--- src/rtl/fcu_pkg.sv ---
package fcu_pkg;
  typedef enum logic [1:0] {
    ST_ACTIVE  = 2'd0,
    ST_PASSIVE = 2'd1,
    ST_BUSOFF  = 2'd2
  } conf_state_e;
endpackage

--- src/rtl/fcu_dom_run.sv ---
// Counts dominant bits after a flag and emits a penalty pulse at the threshold.
module fcu_dom_run #(
  parameter int ACT_RUN  = 14,
  parameter int PAS_RUN  = 8,
  parameter int RUN_STEP = 8
) (
  input  logic clk_i,
  input  logic rst_ni,
  input  logic hold_i,
  input  logic clear_i,
  input  logic dom_i,
  input  logic passive_i,
  output logic pen_o
);
  localparam int RW = $clog2(ACT_RUN + 1);
  localparam logic [RW:0]   THR_A   = (RW+1)'(ACT_RUN);
  localparam logic [RW:0]   THR_P   = (RW+1)'(PAS_RUN);
  localparam logic [RW:0]   STEP    = (RW+1)'(RUN_STEP);
  localparam logic [RW-1:0] RUN_MAX = RW'(ACT_RUN - 1);

  logic [RW-1:0] run_q;
  logic [RW:0]   nxt, thr;

  always_comb begin
    nxt   = {1'b0, run_q} + (RW+1)'(1);
    thr   = passive_i ? THR_P : THR_A;
    pen_o = dom_i && !clear_i && !hold_i && (nxt >= thr);
  end

  always_ff @(posedge clk_i) begin
    if (!rst_ni)                run_q <= '0;
    else if (hold_i || clear_i) run_q <= '0;
    else if (dom_i)             run_q <= pen_o ? RW'(nxt - STEP) : RW'(nxt);
  end

  // the run never reaches the active threshold without wrapping
  assert_run_bound_R9: assert property (@(posedge clk_i) disable iff (!rst_ni)
    run_q <= RUN_MAX) else $error("run count out of range");
endmodule

--- src/rtl/fcu_tx_counter.sv ---
// Transmit error counter.
module fcu_tx_counter #(
  parameter int TEC_W   = 9,
  parameter int PENALTY = 8
) (
  input  logic             clk_i,
  input  logic             rst_ni,
  input  logic             freeze_i,
  input  logic             clear_i,
  input  logic             flag_i,
  input  logic             exempt_i,
  input  logic             berr_i,
  input  logic             pen_i,
  input  logic             ok_i,
  output logic [TEC_W-1:0] tec_o
);
  localparam logic [TEC_W-1:0] PEN_T = TEC_W'(PENALTY);

  logic [TEC_W-1:0] tec_q, inc;

  always_comb begin
    inc = '0;
    if (flag_i && !exempt_i) inc = inc + PEN_T;
    if (berr_i)              inc = inc + PEN_T;
    if (pen_i)               inc = inc + PEN_T;
  end

  always_ff @(posedge clk_i) begin
    if (!rst_ni || clear_i) tec_q <= '0;
    else if (!freeze_i) begin
      if (inc != '0)                  tec_q <= tec_q + inc;
      else if (ok_i && tec_q != '0)   tec_q <= tec_q - TEC_W'(1);
    end
  end

  assign tec_o = tec_q;

  // success at zero keeps zero
  assert_tx_floor_R5: assert property (@(posedge clk_i) disable iff (!rst_ni)
    (ok_i && !flag_i && !berr_i && !pen_i && !freeze_i && !clear_i && tec_q == '0)
    |=> tec_q == '0) else $error("transmit counter underflow");
  // an exempt flag alone does not move the counter
  assert_tx_exempt_R3: assert property (@(posedge clk_i) disable iff (!rst_ni)
    (flag_i && exempt_i && !berr_i && !pen_i && !ok_i && !clear_i)
    |=> $stable(tec_q)) else $error("exempt flag changed counter");
endmodule

--- src/rtl/fcu_rx_counter.sv ---
// Receive error counter with saturation at the passive level.
module fcu_rx_counter #(
  parameter int REC_W       = 8,
  parameter int PENALTY     = 8,
  parameter int PASSIVE_LVL = 128,
  parameter int RX_RELOAD   = 119
) (
  input  logic             clk_i,
  input  logic             rst_ni,
  input  logic             freeze_i,
  input  logic             clear_i,
  input  logic             err_i,
  input  logic             berr_i,
  input  logic             dom_first_i,
  input  logic             pen_i,
  input  logic             ok_i,
  output logic [REC_W-1:0] rec_o
);
  localparam logic [REC_W:0]   PEN_R  = (REC_W+1)'(PENALTY);
  localparam logic [REC_W:0]   CAP    = (REC_W+1)'(PASSIVE_LVL);
  localparam logic [REC_W-1:0] PAS    = REC_W'(PASSIVE_LVL);
  localparam logic [REC_W-1:0] RELOAD = REC_W'(RX_RELOAD);

  logic [REC_W-1:0] rec_q;
  logic [REC_W:0]   inc, sum;

  always_comb begin
    inc = '0;
    if (err_i && !berr_i) inc = inc + (REC_W+1)'(1);
    if (berr_i)           inc = inc + PEN_R;
    if (dom_first_i)      inc = inc + PEN_R;
    if (pen_i)            inc = inc + PEN_R;
    sum = {1'b0, rec_q} + inc;
    if (sum > CAP) sum = CAP;
  end

  always_ff @(posedge clk_i) begin
    if (!rst_ni || clear_i) rec_q <= '0;
    else if (!freeze_i) begin
      if (inc != '0)               rec_q <= REC_W'(sum);
      else if (ok_i) begin
        if (rec_q >= PAS)          rec_q <= RELOAD;
        else if (rec_q != '0)      rec_q <= rec_q - REC_W'(1);
      end
    end
  end

  assign rec_o = rec_q;

  // never above the passive level
  assert_rec_cap_R7: assert property (@(posedge clk_i) disable iff (!rst_ni)
    rec_q <= PAS) else $error("receive counter above cap");
  // success while passive reloads the counter
  assert_rx_reload_R6: assert property (@(posedge clk_i) disable iff (!rst_ni)
    (ok_i && inc == '0 && !freeze_i && !clear_i && rec_q >= PAS)
    |=> rec_q == RELOAD) else $error("receive reload missed");
endmodule

--- src/rtl/fcu_busoff_recover.sv ---
// Counts recessive runs while bus-off and signals when recovery is complete.
module fcu_busoff_recover #(
  parameter int RECOV_RUNS = 128
) (
  input  logic clk_i,
  input  logic rst_ni,
  input  logic busoff_i,
  input  logic rec11_i,
  output logic done_o
);
  localparam int CW = $clog2(RECOV_RUNS + 1);
  localparam logic [CW-1:0] LAST = CW'(RECOV_RUNS - 1);

  logic [CW-1:0] cnt_q;

  assign done_o = busoff_i && rec11_i && (cnt_q == LAST);

  always_ff @(posedge clk_i) begin
    if (!rst_ni || !busoff_i) cnt_q <= '0;
    else if (rec11_i)         cnt_q <= done_o ? '0 : cnt_q + CW'(1);
  end
endmodule

--- src/rtl/fault_confine_unit.sv ---
module fault_confine_unit
  import fcu_pkg::*;
#(
  parameter int TEC_W       = 9,
  parameter int REC_W       = 8,
  parameter int PENALTY     = 8,
  parameter int PASSIVE_LVL = 128,
  parameter int BUSOFF_LVL  = 256,
  parameter int WARN_LVL    = 96,
  parameter int RX_RELOAD   = 119,
  parameter int RECOV_RUNS  = 128,
  parameter int ACT_RUN     = 14,
  parameter int PAS_RUN     = 8,
  parameter int RUN_STEP    = 8
) (
  input  logic             clk_i,
  input  logic             rst_ni,
  input  logic             rx_err_i,
  input  logic             rx_flag_berr_i,
  input  logic             rx_dom_first_i,
  input  logic             tx_flag_i,
  input  logic             tx_exempt_i,
  input  logic             tx_flag_berr_i,
  input  logic             dom_bit_i,
  input  logic             flag_passive_i,
  input  logic             role_tx_i,
  input  logic             run_clear_i,
  input  logic             tx_ok_i,
  input  logic             rx_ok_i,
  input  logic             rec11_i,
  output logic [1:0]       state_o,
  output logic [TEC_W-1:0] tec_o,
  output logic [REC_W-1:0] rec_o,
  output logic             warn_o
);
  localparam logic [TEC_W-1:0] TEC_OFF  = TEC_W'(BUSOFF_LVL);
  localparam logic [TEC_W-1:0] TEC_PAS  = TEC_W'(PASSIVE_LVL);
  localparam logic [REC_W-1:0] REC_PAS  = REC_W'(PASSIVE_LVL);
  localparam logic [TEC_W-1:0] TEC_WARN = TEC_W'(WARN_LVL);
  localparam logic [REC_W-1:0] REC_WARN = REC_W'(WARN_LVL);

  logic        busoff, pen, done;
  conf_state_e st;

  assign busoff = (tec_o >= TEC_OFF);

  fcu_dom_run #(.ACT_RUN(ACT_RUN), .PAS_RUN(PAS_RUN), .RUN_STEP(RUN_STEP)) u_run (
    .clk_i(clk_i), .rst_ni(rst_ni), .hold_i(busoff), .clear_i(run_clear_i),
    .dom_i(dom_bit_i), .passive_i(flag_passive_i), .pen_o(pen));

  fcu_tx_counter #(.TEC_W(TEC_W), .PENALTY(PENALTY)) u_tx (
    .clk_i(clk_i), .rst_ni(rst_ni), .freeze_i(busoff), .clear_i(done),
    .flag_i(tx_flag_i), .exempt_i(tx_exempt_i), .berr_i(tx_flag_berr_i),
    .pen_i(pen && role_tx_i), .ok_i(tx_ok_i), .tec_o(tec_o));

  fcu_rx_counter #(.REC_W(REC_W), .PENALTY(PENALTY), .PASSIVE_LVL(PASSIVE_LVL),
                   .RX_RELOAD(RX_RELOAD)) u_rx (
    .clk_i(clk_i), .rst_ni(rst_ni), .freeze_i(busoff), .clear_i(done),
    .err_i(rx_err_i), .berr_i(rx_flag_berr_i), .dom_first_i(rx_dom_first_i),
    .pen_i(pen && !role_tx_i), .ok_i(rx_ok_i), .rec_o(rec_o));

  fcu_busoff_recover #(.RECOV_RUNS(RECOV_RUNS)) u_recov (
    .clk_i(clk_i), .rst_ni(rst_ni), .busoff_i(busoff), .rec11_i(rec11_i), .done_o(done));

  always_comb begin
    if (busoff)                                   st = ST_BUSOFF;
    else if (tec_o >= TEC_PAS || rec_o >= REC_PAS) st = ST_PASSIVE;
    else                                          st = ST_ACTIVE;
  end

  assign state_o = st;
  assign warn_o  = (tec_o > TEC_WARN) || (rec_o > REC_WARN);

  // counters frozen in bus-off until recovery completes
  assert_busoff_freeze_R10: assert property (@(posedge clk_i) disable iff (!rst_ni)
    (st == ST_BUSOFF && !done) |=> ($stable(tec_o) && $stable(rec_o)))
    else $error("counter moved while bus-off");
  // recovery clears both counters
  assert_recover_zero_R10: assert property (@(posedge clk_i) disable iff (!rst_ni)
    done |=> (tec_o == '0 && rec_o == '0 && st == ST_ACTIVE))
    else $error("recovery did not clear counters");
endmodule

--- config.mk ---
export PLATFORM = sky130hd
export DESIGN_NAME = fault_confine_unit
export DESIGN_NICKNAME = d
export VERILOG_FILES = /design/src/rtl/fcu_pkg.sv /design/src/rtl/fcu_dom_run.sv /design/src/rtl/fcu_tx_counter.sv /design/src/rtl/fcu_rx_counter.sv /design/src/rtl/fcu_busoff_recover.sv /design/src/rtl/fault_confine_unit.sv
export SDC_FILE = /design/constraint.sdc
export NUM_CORES = 1
export LEC_CHECK = 0
export BUFFER_PORTS_ARGS = -buffer_cell sky130_fd_sc_hd__buf_2
export CAP_MARGIN = 0
export CELL_PAD_IN_SITES_DETAIL_PLACEMENT = 1
export CELL_PAD_IN_SITES_GLOBAL_PLACEMENT = 1
export CORE_UTILIZATION = 25
export CTS_CLUSTER_DIAMETER = 150
export CTS_CLUSTER_SIZE = 40
export DETAILED_ROUTE_END_ITERATION = 6
export GPL_TIMING_DRIVEN = 0
export PLACE_DENSITY_LB_ADDON = 0.1
export SLEW_MARGIN = 5
export SYNTH_ARGS = -nofsm -noshare
export SYNTH_HDL_FRONTEND = slang
export SYNTH_SLANG_ARGS = --single-unit
--- constraint.sdc ---
create_clock -name clk_i -period 11.2 [get_ports clk_i]
set_input_delay 0.56 -clock clk_i [delete_from_list [all_inputs] [get_ports clk_i]]
set_output_delay 0.56 -clock clk_i [all_outputs]
set_load 0.01 [all_outputs]
==> results.md, run 1 <==
- Status: finished clean
- Buffers on Ports: 33
- Worst vdd ir: 64.51 uV
- Antenna cells: 0
- Hold Crit Class: register to register
- Yosys warns: 0
- R2R Path End: u_rx.rec_o[2]
- Max clock buf depth: 2
- Max H-tree Level: 2
- R2R cell count: 17
- Switch share: 0.4755
- Hold Violations, Final: 0
- Layout net count: 382
- Reg power frac: 0.282
- Vias per inst: about 5.0
- Clk pwr share: 0.132
- Pwr dens: ~220 nW/um^2
- WL per Instance: ~15 um
- Count leader, synth: dfxtp_1
- # IOs: 35
- Fin Setup TNS: 0 ps
- Slew headroom: 0.5449
- Die area: a little over 10,000 um^2
- Clock transition at path regs: 60 ps
- Combinational Power Share: 0.587
- Worst skew pair latency: between 200 and 300 ps
- Top post-synthesis cells by area: dfxtp_1 23%, ha_1 12%, xor2_1 5.7%
- Total Wirelength: 7.251 mm
- Layout Area Growth over Synthesis: 16.54%
- Slew @ Worst Pin: between 600 and 700 ps
- Vias in the first global route: around 2,400
- Hold path cells: 2
- Effective utilization at floorplan: 0.2627
- Row Count: 35
- Share of layout cells above drive strength 1: 0.1574
- Async S/R FF share, synth: 0
- Final-report max-slew violation count: 0
- Global-route wire length before repair: 12.03 mm
- Maxcap violations: 0
- Synth cell count leaders: 29 x dfxtp_1, 23 x ha_1, 21 x nand2_1, 21 x nor2_1, 19 x a21oi_1
- Crit path launch type: register
- Die Y: roughly 100 um
- Final worst-path cycle share: 0.4192
- Post-synth top area cell: dfxtp_1
- Reg2reg start: u_run.run_q[0]
- Setup Crit Path Kind: register to register
- Static Leakage: 1.217 nW
- Mapped Area: 2474 um^2
- # resized after CTS: 0
- EDFF count, synth: 0
- Final core occ: 0.3062
- Max Freq: 213.0 MHz
- Top-area cell type share of the netlist area: 0.2347
- Clk root buf: clkbuf_8
- CTS tree: built
- Worst-path maximum fanout: 6
- Via count: 2,377
- CP arrival: a little under 5000 ps
- DP HPWL: 5.831 mm
- TritonRoute pass-1 iters: 4
- CTS Hold Buffers Added: 0
- Flop-to-flop setup slack: 6500 ps
- Pin count of the biggest net entering global routing: 11
- NetSw: 0.3063 mW
- DR DRC count: 0
- Crit. End Element: register
- Synthesized instance count: 302
- Pwr Total: between 0.6 and 0.7 mW
- Routability cong.: between 0.7 and 0.8
- Final setup viols: 0
- RSZ-0062 raised after global routing: no
- Crit path time final: 4695 ps
- Grt ovf: 0
- Die Wd: 101.5 um
- Initial antenna violation count: 0
- Total CTS buffers: 5
- Hold Crit Endpoint: u_recov.cnt_q[7]
- Netlist cell types: between 50 and 60
- Syn Nets: approximately 340
- Main synth FF type: dfxtp_1
- Register area share after synthesis: 0.2347
- CORE AREA: 9415 um^2
- Post-Syn Area per Cell: 8.191 um^2
- Pint: 0.3379 mW
- Seq cells post-synth: 29
- Postcts setup bufs: 0
- All-Layer GR Usage: 0.1525
- Number of antenna-violating nets in the routed design: 0
- Clock sink count: 29
- Req. time, crit path: 11,400 ps
- Detailed router's first-iteration violation count: 56
- Min-delay src: u_recov.cnt_q[7]
- Worst clock skew: between 7 and 8 ps
-- state kept, by name (all words and copies together), names as in the netlist --
register	count
u_tx.tec_o	9
u_recov.cnt_q	8
u_rx.rec_o	8
u_run.run_q	4
-- metrics by stage --
stage,instance area (um^2),setup slack [ps],instances,hold slack (ps)
2_1_floorplan,2474,7231,302,471.0
3_3_place_gp,2800,6515,464,491.8
3_5_place_dp,2800,6520,464,501.7
4_1_cts,2883,6472,472,521.6
5_1_grt,2883,6106,472,568.8
6_report,2883,6505,472,516.7
-- worst max-delay path: stages (launching register included) --
cell,delay [ps]
dfxtp_1,360
ha_1,310
inv_1,50
ha_1,260
a21bo_1,100
a21oi_1,110
o21a_1,260
nor3_1,540
inv_1,120
fa_1,540
inv_1,70
ha_1,340
a31o_2,270
a211oi_1,280
a21oi_1,110
nor3_1,510
o211ai_1,200
a31oi_1,180
-- placed cells by master, fill, tap and decap left out, types with 6 or more instances in the layout --
master and n:
a31oi_1 6, clkbuf_1 10, mux2i_1 6, xor2_1 16, nand4_1 6, a21oi_1 19, buf_2 34, dfxtp_1 29
nor2_1 21, ha_1 23, inv_1 15, nand2_1 21, xnor2_1 7, o31ai_1 6, o311ai_0 6, o21ai_0 11
nand3_1 13, nor3_1 10
-- worst max path at each step --
stage / start / to
3_3_place_gp: u_run.run_q[0] / u_rx.rec_o[4]
2_1_floorplan: u_run.run_q[0] / u_rx.rec_o[3]
3_5_place_dp: u_run.run_q[0] / u_rx.rec_o[2]
4_1_cts: u_run.run_q[0] / u_rx.rec_o[2]
6_report: u_run.run_q[0] / u_rx.rec_o[2]
5_1_grt: u_run.run_q[0] / u_rx.rec_o[2]
-- layer usage --
layer | track usage | wire length (um) | up-vias
met5 | 0 | 0 | -
met4 | 0.03679 | 71 | 0
met3 | 0.03106 | 188 | 7
met2 | 0.2538 | 3427 | 34
met1 | 0.2020 | 3563 | 1128
li1 | - | - | 1208
-- layout make-up --
type	instances	area [um^2]
clock buffers	6	72.57
fillers	1144	6533
repair buffers	33	165.2
inverters	15	56.30
plain buffers	12	57.56
well taps	129	161.4
multi-input cells	246	1779
clock inverters	2	10.01
flip-flops and latches	29	580.6
-- cells by family (layout without fill, tap and decap cells) --
family | count (synthesis) | after routing | synth area share
flip-flops | 29 | 29 | 0.2347
buffers and inverters | 27 | 68 | 0.04603
adder cells (fa/ha/maj) | 25 | 25 | 0.1325
AO/OA/AOI/OAI | 85 | 85 | 0.2473
multiplexers | 6 | 6 | 0.02428
XOR/XNOR | 23 | 23 | 0.08144
AND/OR/NAND/NOR | 107 | 107 | 0.2337
-- power groups by stage --
stage	clock network (mW)	logic (mW)	registers, mW
floorplan	0	0.265	0.179
global placement	0	0.379	0.186
detailed placement	0	0.382	0.185
CTS	0.0874	0.384	0.183
global route	0.0951	0.420	0.188
finish	0.0849	0.378	0.181
Power figures use the tool's default switching activity.
==> run 2, diff against run 1 <==
--- a/config.mk
+++ b/config.mk
@@ -5,6 +5,7 @@
 export SDC_FILE = /design/constraint.sdc
 export NUM_CORES = 1
 export LEC_CHECK = 0
+export ABC_AREA = 1
 export BUFFER_PORTS_ARGS = -buffer_cell sky130_fd_sc_hd__buf_2
 export CAP_MARGIN = 0
 export CELL_PAD_IN_SITES_DETAIL_PLACEMENT = 1
==> constraint.sdc (replaced) <==
create_clock -name clk_i -period 4.8 [get_ports clk_i]
set_input_delay 0.24 -clock clk_i [delete_from_list [all_inputs] [get_ports clk_i]]
set_output_delay 0.24 -clock clk_i [all_outputs]
set_load 0.01 [all_outputs]
==> results.md, run 2 <==
- Effective utilization at floorplan: 0.2582 (-0.004503)
- Via count: 2,400 (+0.97%)
- CP Buf/Inv Count: 2 (-1)
- Crit path launch type: register
- Static Leakage: 1.330 nW (+9.4%)
- CP peak stage delay: 520 ps (-20 ps)
- Buffers on Ports: 34 (+3.0%)
- Most common cell after layout, fill and taps aside: nand2_1
- Syn Nets: 392 (+15%)
- Clock sink count: 29 (unchanged)
- Top-area cell type share of the netlist area: 0.2422 (+0.007472)
- Grt ovf: 0 (unchanged)
- Crit. End Element: register
- Top post-synthesis cells by area: dfxtp_1 24%, ha_1 12%, nand2_1 10%
- Post-Syn Area per Cell: 6.811 um^2 (-17%)
- # IOs: 35 (unchanged)
- Mapped Area: 2397 um^2 (-3.1%)
- Synth cell count leaders: 64 x nand2_1, 43 x a21oi_1, 42 x nor2_1
- Antenna cells: 0 (unchanged)
- Vias in the first global route: 2,383 (-0.91%)
- Synthesized instance count: 352 (+17%)
- CTS tree: built
- Largest register FFs: 9 (unchanged)
- Post-Layout Cell Count: 522 (+11%)
- Most frequent cells in the layout: 64 x nand2_1, 43 x a21oi_1, 42 x nor2_1, 40 x inv_1, 35 x buf_2
- Post-route cell area: 2815 um^2 (-2.3%)
- Async S/R FF share, synth: 0 (unchanged)
- Total CTS buffers: 5 (unchanged)
- Number of antenna-violating nets in the routed design: 0 (unchanged)
- Max H-tree Level: 2 (unchanged)
- Die Wd: 99.93 um (-1.5%)
- # fillers: 1,202 (+5.1%)
- Layout net count: 433 (+13%)
- Initial antenna violation count: 0 (unchanged)
- Global-route wire length before repair: 11.60 mm (-3.6%)
- Req. time, crit path: 4970 ps (-6430 ps)
- Pwr Total: 1.484 mW (+130%)
- Netlist cell types: 35 (-41%)
- TritonRoute pass-1 iters: 4 (unchanged)
- Layout Area Growth over Synthesis: 17.43%
- Status: finished clean
- DP HPWL: 5.349 mm (-8.3%)
- # resized after CTS: 0 (unchanged)
- Worst-path maximum fanout: 7 (+1)
- Setup Crit Path Kind: register to register
- Share of layout cells above drive strength 1: 0.1578 (+0.0003264)
- Clk root buf: clkbuf_8
- Routability cong.: 0.7421 (-1.8%)
- Final setup viols: 0 (unchanged)
- Detailed router's first-iteration violation count: 31 (-45%)
- Crit path max-delay family: adder cells
- Count leader, synth: nand2_1
- Cells after DPL: 515 (+11%)
- Max Freq: 250.0 MHz (+17%)
- Worst vdd ir: 195.4 uV (+200%)
- Seq cells post-synth: 29 (unchanged)
- CORE AREA: 9284 um^2 (-1.4%)
- Max clock buf depth: 2 (unchanged)
- Total Wirelength: 6.678 mm (-7.9%)
- Pwr dens: 527.0 nW/um^2 (+140%)
- Final worst-path cycle share: 0.8334 (+0.4142)
- RSZ-0062 raised after global routing: no
- Maxcap violations: 0 (unchanged)
- All-Layer GR Usage: 0.1462 (-0.006328)
- Final-report max-slew violation count: 0 (unchanged)
- Crit path time final: 4001 ps (-694.9 ps)
- Vias per inst: 4.598 (-8.7%)
- Slew headroom: 0.7019 (+0.1570)
- CP arrival: 4170 ps (-730 ps)
- Post-synth top area cell: dfxtp_1
- Crit-path cells: ha_1 -> inv_1 -> ha_1 -> nand2_1 -> nand2_1 -> nand2_1 -> nand2_1 -> nand2_2 -> nand2_4 -> nand2_1 -> or2_2 -> fa_1 -> inv_1 -> ha_1 -> nand2_1 -> o21ai_2 -> nand2_1 -> a21oi_1 -> xor2_1 -> nand2_1 -> nand3b_1 -> a21oi_1
- Register area share after synthesis: 0.2422 (+0.007472)
- Yosys warns: 0 (unchanged)
- EDFF count, synth: 0 (unchanged)
- Hold Violations, Final: 0 (unchanged)
- Die Y: 99.93 um (-1.5%)
- Slowest CP cell: fa_1
- Worst clock skew: 5.163 ps (-2.169 ps)
- Clock transition at path regs: 60 ps (about the same)
- Fin Setup TNS: 0 ps (unchanged)
- Row Count: 35 (unchanged)
- Worst skew pair latency: 280 ps (about the same)
- Placed Area: 2729 um^2 (-2.5%)
- Die area: 9985 um^2 (-3.0%)
- Slew @ Worst Pin: 445.8 ps (-236.8 ps)
- Hold Crit Class: input port to register
- Postcts setup bufs: 0 (unchanged)
- CTS Hold Buffers Added: 0 (unchanged)
- DR DRC count: 0 (unchanged)
- WL per Instance: 12.79 um (-17%)
- Pin count of the biggest net entering global routing: 11 (unchanged)
- Main synth FF type: dfxtp_1
- Most frequent CP cell: nand2_1
run 2: changes by cell type in the layout (fill, tap and decap cells not counted), sizes merged, moves of 6 or more:
cell | previous run | this run
nand2 | 22 | 70
inv | 15 | 42
a21oi | 19 | 43
nor2 | 21 | 42
nand3 | 13 | 30
o31ai | 7 | 0
xor2 | 16 | 9
clkbuf | 15 | 9
mux2i | 6 | 0
o21ai | 13 | 19
run 2: power by group:
part / leakage [nW] / internal, mW / switching, mW / total (mW)
Sequential: 0.238 / 0.307 / 0.109 / 0.416
Clock: 0.0443 / 0.114 / 0.0959 / 0.210
Combinational: 1.05 / 0.343 / 0.515 / 0.858
Total: 1.33 / 0.763 / 0.720 / 1.48
run 2: path summary, 6_finish.rpt:
kind | startpoint | to | slack (ps) | cells past startpoint
hold reg to reg | u_recov.cnt_q[6] | u_recov.cnt_q[6] | 470 | 2
hold / removal | rec11_i | u_recov.cnt_q[2] | 220 | 2
setup / recovery | u_run.run_q[0] | u_rx.rec_o[2] | 800 | 22
setup reg to reg | u_run.run_q[0] | u_rx.rec_o[2] | 800 | 22
run 2: routing by layer:
metal / vias to the layer above / GRT usage / wire (um)
met5: - / 0 / 0
met4: 0 / 0.04412 / 107
met3: 8 / 0.02228 / 134
met2: 26 / 0.2440 / 3042
met1: 1112 / 0.1941 / 3394
li1: 1254 / - / -
run 2: worst reg2reg max path, delay by kind of cell (launching register included):
kind | cells | cell delay (ps)
buf+inv | 2 | 100
flops | 1 | 370
compound gates | 3 | 450
xor+xnor | 1 | 230
simple gates | 12 | 1320
fa+ha+maj | 4 | 1430
run 2: final cells by class:
type | instances | area, um^2 | area share
buffer | 6 | 48.80 | 0.01733
clock buffer | 7 | 86.33 | 0.03067
inverter | 42 | 157.7 | 0.05600
multi-input combinational | 275 | 1610 | 0.5720
sequential | 29 | 580.6 | 0.2062
tap | 129 | 161.4 | 0.05733
timing repair buffer | 34 | 170.2 | 0.06044
run 2: cells by family after synthesis:
group	synth area share
buffers and inverters	0.08611
adders and majority gates	0.1367
AOI/OAI and AO/OA	0.1608
and+or+nand+nor	0.3158
xor gates and xnor gates	0.05846
DFF	0.2422
run 2: metrics by stage:
step	util	hold WS, ps	worst slack, ps
6_report	0.3032	223.4	799.5
5_1_grt	0.3032	234.0	421.3
4_1_cts	0.3032	222.1	793.7
3_5_place_dp	0.2939	463.0	825.4
3_3_place_gp	0.2939	454.1	844.6
2_1_floorplan	-	340.1	1310
==> run 3, diff against run 2 <==
--- a/config.mk
+++ b/config.mk
@@ -5,7 +5,7 @@
 export SDC_FILE = /design/constraint.sdc
 export NUM_CORES = 1
 export LEC_CHECK = 0
-export ABC_AREA = 1
+export ABC_AREA = 0
 export BUFFER_PORTS_ARGS = -buffer_cell sky130_fd_sc_hd__buf_2
 export CAP_MARGIN = 0
 export CELL_PAD_IN_SITES_DETAIL_PLACEMENT = 1
==> constraint.sdc (replaced) <==
create_clock -name clk_i -period 3.9 [get_ports clk_i]
set_input_delay 0.195 -clock clk_i [delete_from_list [all_inputs] [get_ports clk_i]]
set_output_delay 0.195 -clock clk_i [all_outputs]
set_load 0.01 [all_outputs]
==> results.md, run 3 (synthesis gave the netlist of run 1 again) <==
- Total CTS buffers: 5 (unchanged)
- Share of layout cells above drive strength 1: 0.2373 (+0.07953)
- Post-route cell area: 3098 um^2 (+10%)
- WL per Instance: 15.71 um (+23%)
- Status: finished clean
- Hold Violations, Final: 0 (unchanged)
- Largest register FFs: 9 (unchanged)
- # IOs: 35 (unchanged)
- DR DRC count: 0 (unchanged)
- Clock sink count: 29 (unchanged)
- Worst vdd ir: 192.1 uV (-1.7%)
- Clk pwr share: 0.143 (+0.002)
- Worst-path maximum fanout: 6 (-1)
- Effective utilization at floorplan: 0.2627 (+0.004503)
- DP HPWL: 5.842 mm (+9.2%)
- Slowest CP cell: a211oi_1
- Row Count: 35 (unchanged)
- CORE AREA: 9415 um^2 (+1.4%)
- Antenna cells: 0 (unchanged)
- Hold Crit Class: input port to register
- Layout Area Growth over Synthesis: 25.24%
- Hold slack: 232.7 ps (+9.337 ps)
- Vias per inst: 5.079 (+10%)
- Combinational Power Share: 0.589 (+0.011)
- Reg power frac: 0.269 (-0.011)
- Final-report max-slew violation count: 0 (unchanged)
- Routability cong.: 0.7414 (about the same)
- Max Freq: 262.5 MHz (+5.0%)
- # fillers: 1,135 (-5.6%)
- Via count: 2,453 (+2.2%)
- Worst clock skew: 4.458 ps (-0.7050 ps)
- TritonRoute pass-1 iters: 4 (unchanged)
- Total Wirelength: 7.590 mm (+14%)
- Layout net count: 393 (-9.2%)
- Clock transition at path regs: 70 ps (about the same)
- Grt ovf: 0 (unchanged)
- CP peak stage delay: 400 ps (-120 ps)
- Most common cell after layout, fill and taps aside: buf_2
- Die area: 10,300 um^2 (+3.1%)
- Detailed router's first-iteration violation count: 64 (+110%)
- Fin Setup TNS: 0 ps (unchanged)
- Switch share: 0.4670 (-0.01860)
- Cells after DPL: 464 (-9.9%)
- Maxcap violations: 0 (unchanged)
- Setup Crit Path Kind: register to register
- Initial antenna violation count: 0 (unchanged)
- CP arrival: 3970 ps (-200 ps)
- All-Layer GR Usage: 0.1533 (+0.007070)
- Number of antenna-violating nets in the routed design: 0 (unchanged)
- Final setup viols: 0 (unchanged)
- Clk root buf: clkbuf_8
- Most frequent cells in the layout: 34 x buf_2, 27 x dfxtp_1, 21 x nor2_1, 21 x nand2_1, 20 x ha_1
- Slew headroom: 0.6190 (-0.08290)
- Post-Layout Cell Count: 483 (-7.5%)
- Buffers on Ports: 33 (-2.9%)
- Crit path launch type: register
- Pint: 1.054 mW (+38%)
- Worst skew pair latency: 280 ps (about the same)
- CTS Hold Buffers Added: 0 (unchanged)
- Pwr Total: 1.978 mW (+33%)
- Crit path time final: 3810 ps (-190.6 ps)
- Die Y: 101.5 um (+1.5%)
- Req. time, crit path: 4060 ps (-910 ps)
- Global-route wire length before repair: 12.30 mm (+6.1%)
- Max clock buf depth: 2 (unchanged)
- Slew @ Worst Pin: 571.5 ps (+125.7 ps)
- NetSw: 0.9238 mW (+28%)
- Placed Area: 2805 um^2 (+2.8%)
- Max H-tree Level: 2 (unchanged)
- Vias in the first global route: 2,483 (+4.2%)
- Crit-path cells: ha_4 -> inv_2 -> ha_4 -> a21bo_1 -> a21oi_2 -> o21a_2 -> nor3_4 -> buf_4 -> buf_4 -> mux2i_1 -> ha_1 -> o21a_1 -> a21boi_2 -> a211oi_1 -> o21ai_2 -> a32oi_1 -> a21oi_1
- Pin count of the biggest net entering global routing: 11 (unchanged)
- Die Wd: 101.5 um (+1.5%)
- Final worst-path cycle share: 0.9769 (+0.1435)
- RSZ-0062 raised after global routing: yes
- CTS tree: built
- Crit. End Element: register
- Pwr dens: 638.5 nW/um^2 (+21%)
- Static Leakage: 1.301 nW (-2.2%)
-- run 3: path summary, 6_finish.rpt --
path	start	endpoint	slack (ps)	cells past startpoint
setup / recovery	u_run.run_q[0]	u_rx.rec_o[3]	90	17
hold / removal	rst_ni	u_run.run_q[3]	230	3
setup reg to reg	u_run.run_q[0]	u_rx.rec_o[3]	90	17
hold reg to reg	u_recov.cnt_q[5]	u_recov.cnt_q[5]	510	2
-- run 3: layer usage --
metal  wire length [um]  vias up  GRT usage
met3                229        5    0.02761
met4                 57        0    0.03344
met2               3634       35     0.2585
met1               3669     1186     0.2036
li1                   -     1227          -
met5                  0        -          0
-- run 3: worst max-delay path: cells and delay by family, from the launching register on --
family | cells | cell delay, ps
AO/OA/AOI/OAI | 9 | 1760
adder cells (fa/ha/maj) | 3 | 840
buffers and inverters | 3 | 290
flip-flops | 1 | 370
multiplexers | 1 | 190
AND/OR/NAND/NOR | 1 | 240
-- run 3: area by class of cell --
type / instances / area [um^2] / share of cell area
plain buffers: 12 / 58.81 / 0.01898
clock buffers: 7 / 96.34 / 0.03110
clock inverters: 1 / 5.005 / 0.001616
inverters: 15 / 56.30 / 0.01817
multi-input cells: 246 / 1887 / 0.6090
flip-flops and latches: 29 / 585.6 / 0.1890
well taps: 129 / 161.4 / 0.05210
repair buffers: 44 / 247.7 / 0.07997
-- run 3: metrics by stage --
stage / util / setup WS [ps]
after CTS: 0.3192 / 9.241
after floorplan: - / 61.72
after detailed placement: 0.2979 / -665.8
after global placement: 0.2979 / -563.6
final: 0.3290 / 90.03
after global routing: 0.3290 / -107.6
-- run 3: timing repair --
item | CTS | global route
endpoints found under the setup margin | 12 | 11
pin swaps | 6 | 5
resized for setup | 12 | 12
hold endpoints to repair | 0 | 0
buffers inserted | 6 | 5
-- run 3: power groups by stage --
stage / combinational, mW / sequential (mW) / clock, mW
after floorplan: 0.761 / 0.514 / 0
after global placement: 1.08 / 0.532 / 0
after detailed placement: 1.09 / 0.536 / 0
after CTS: 1.13 / 0.533 / 0.294
after global routing: 1.29 / 0.548 / 0.308
final: 1.16 / 0.531 / 0.283
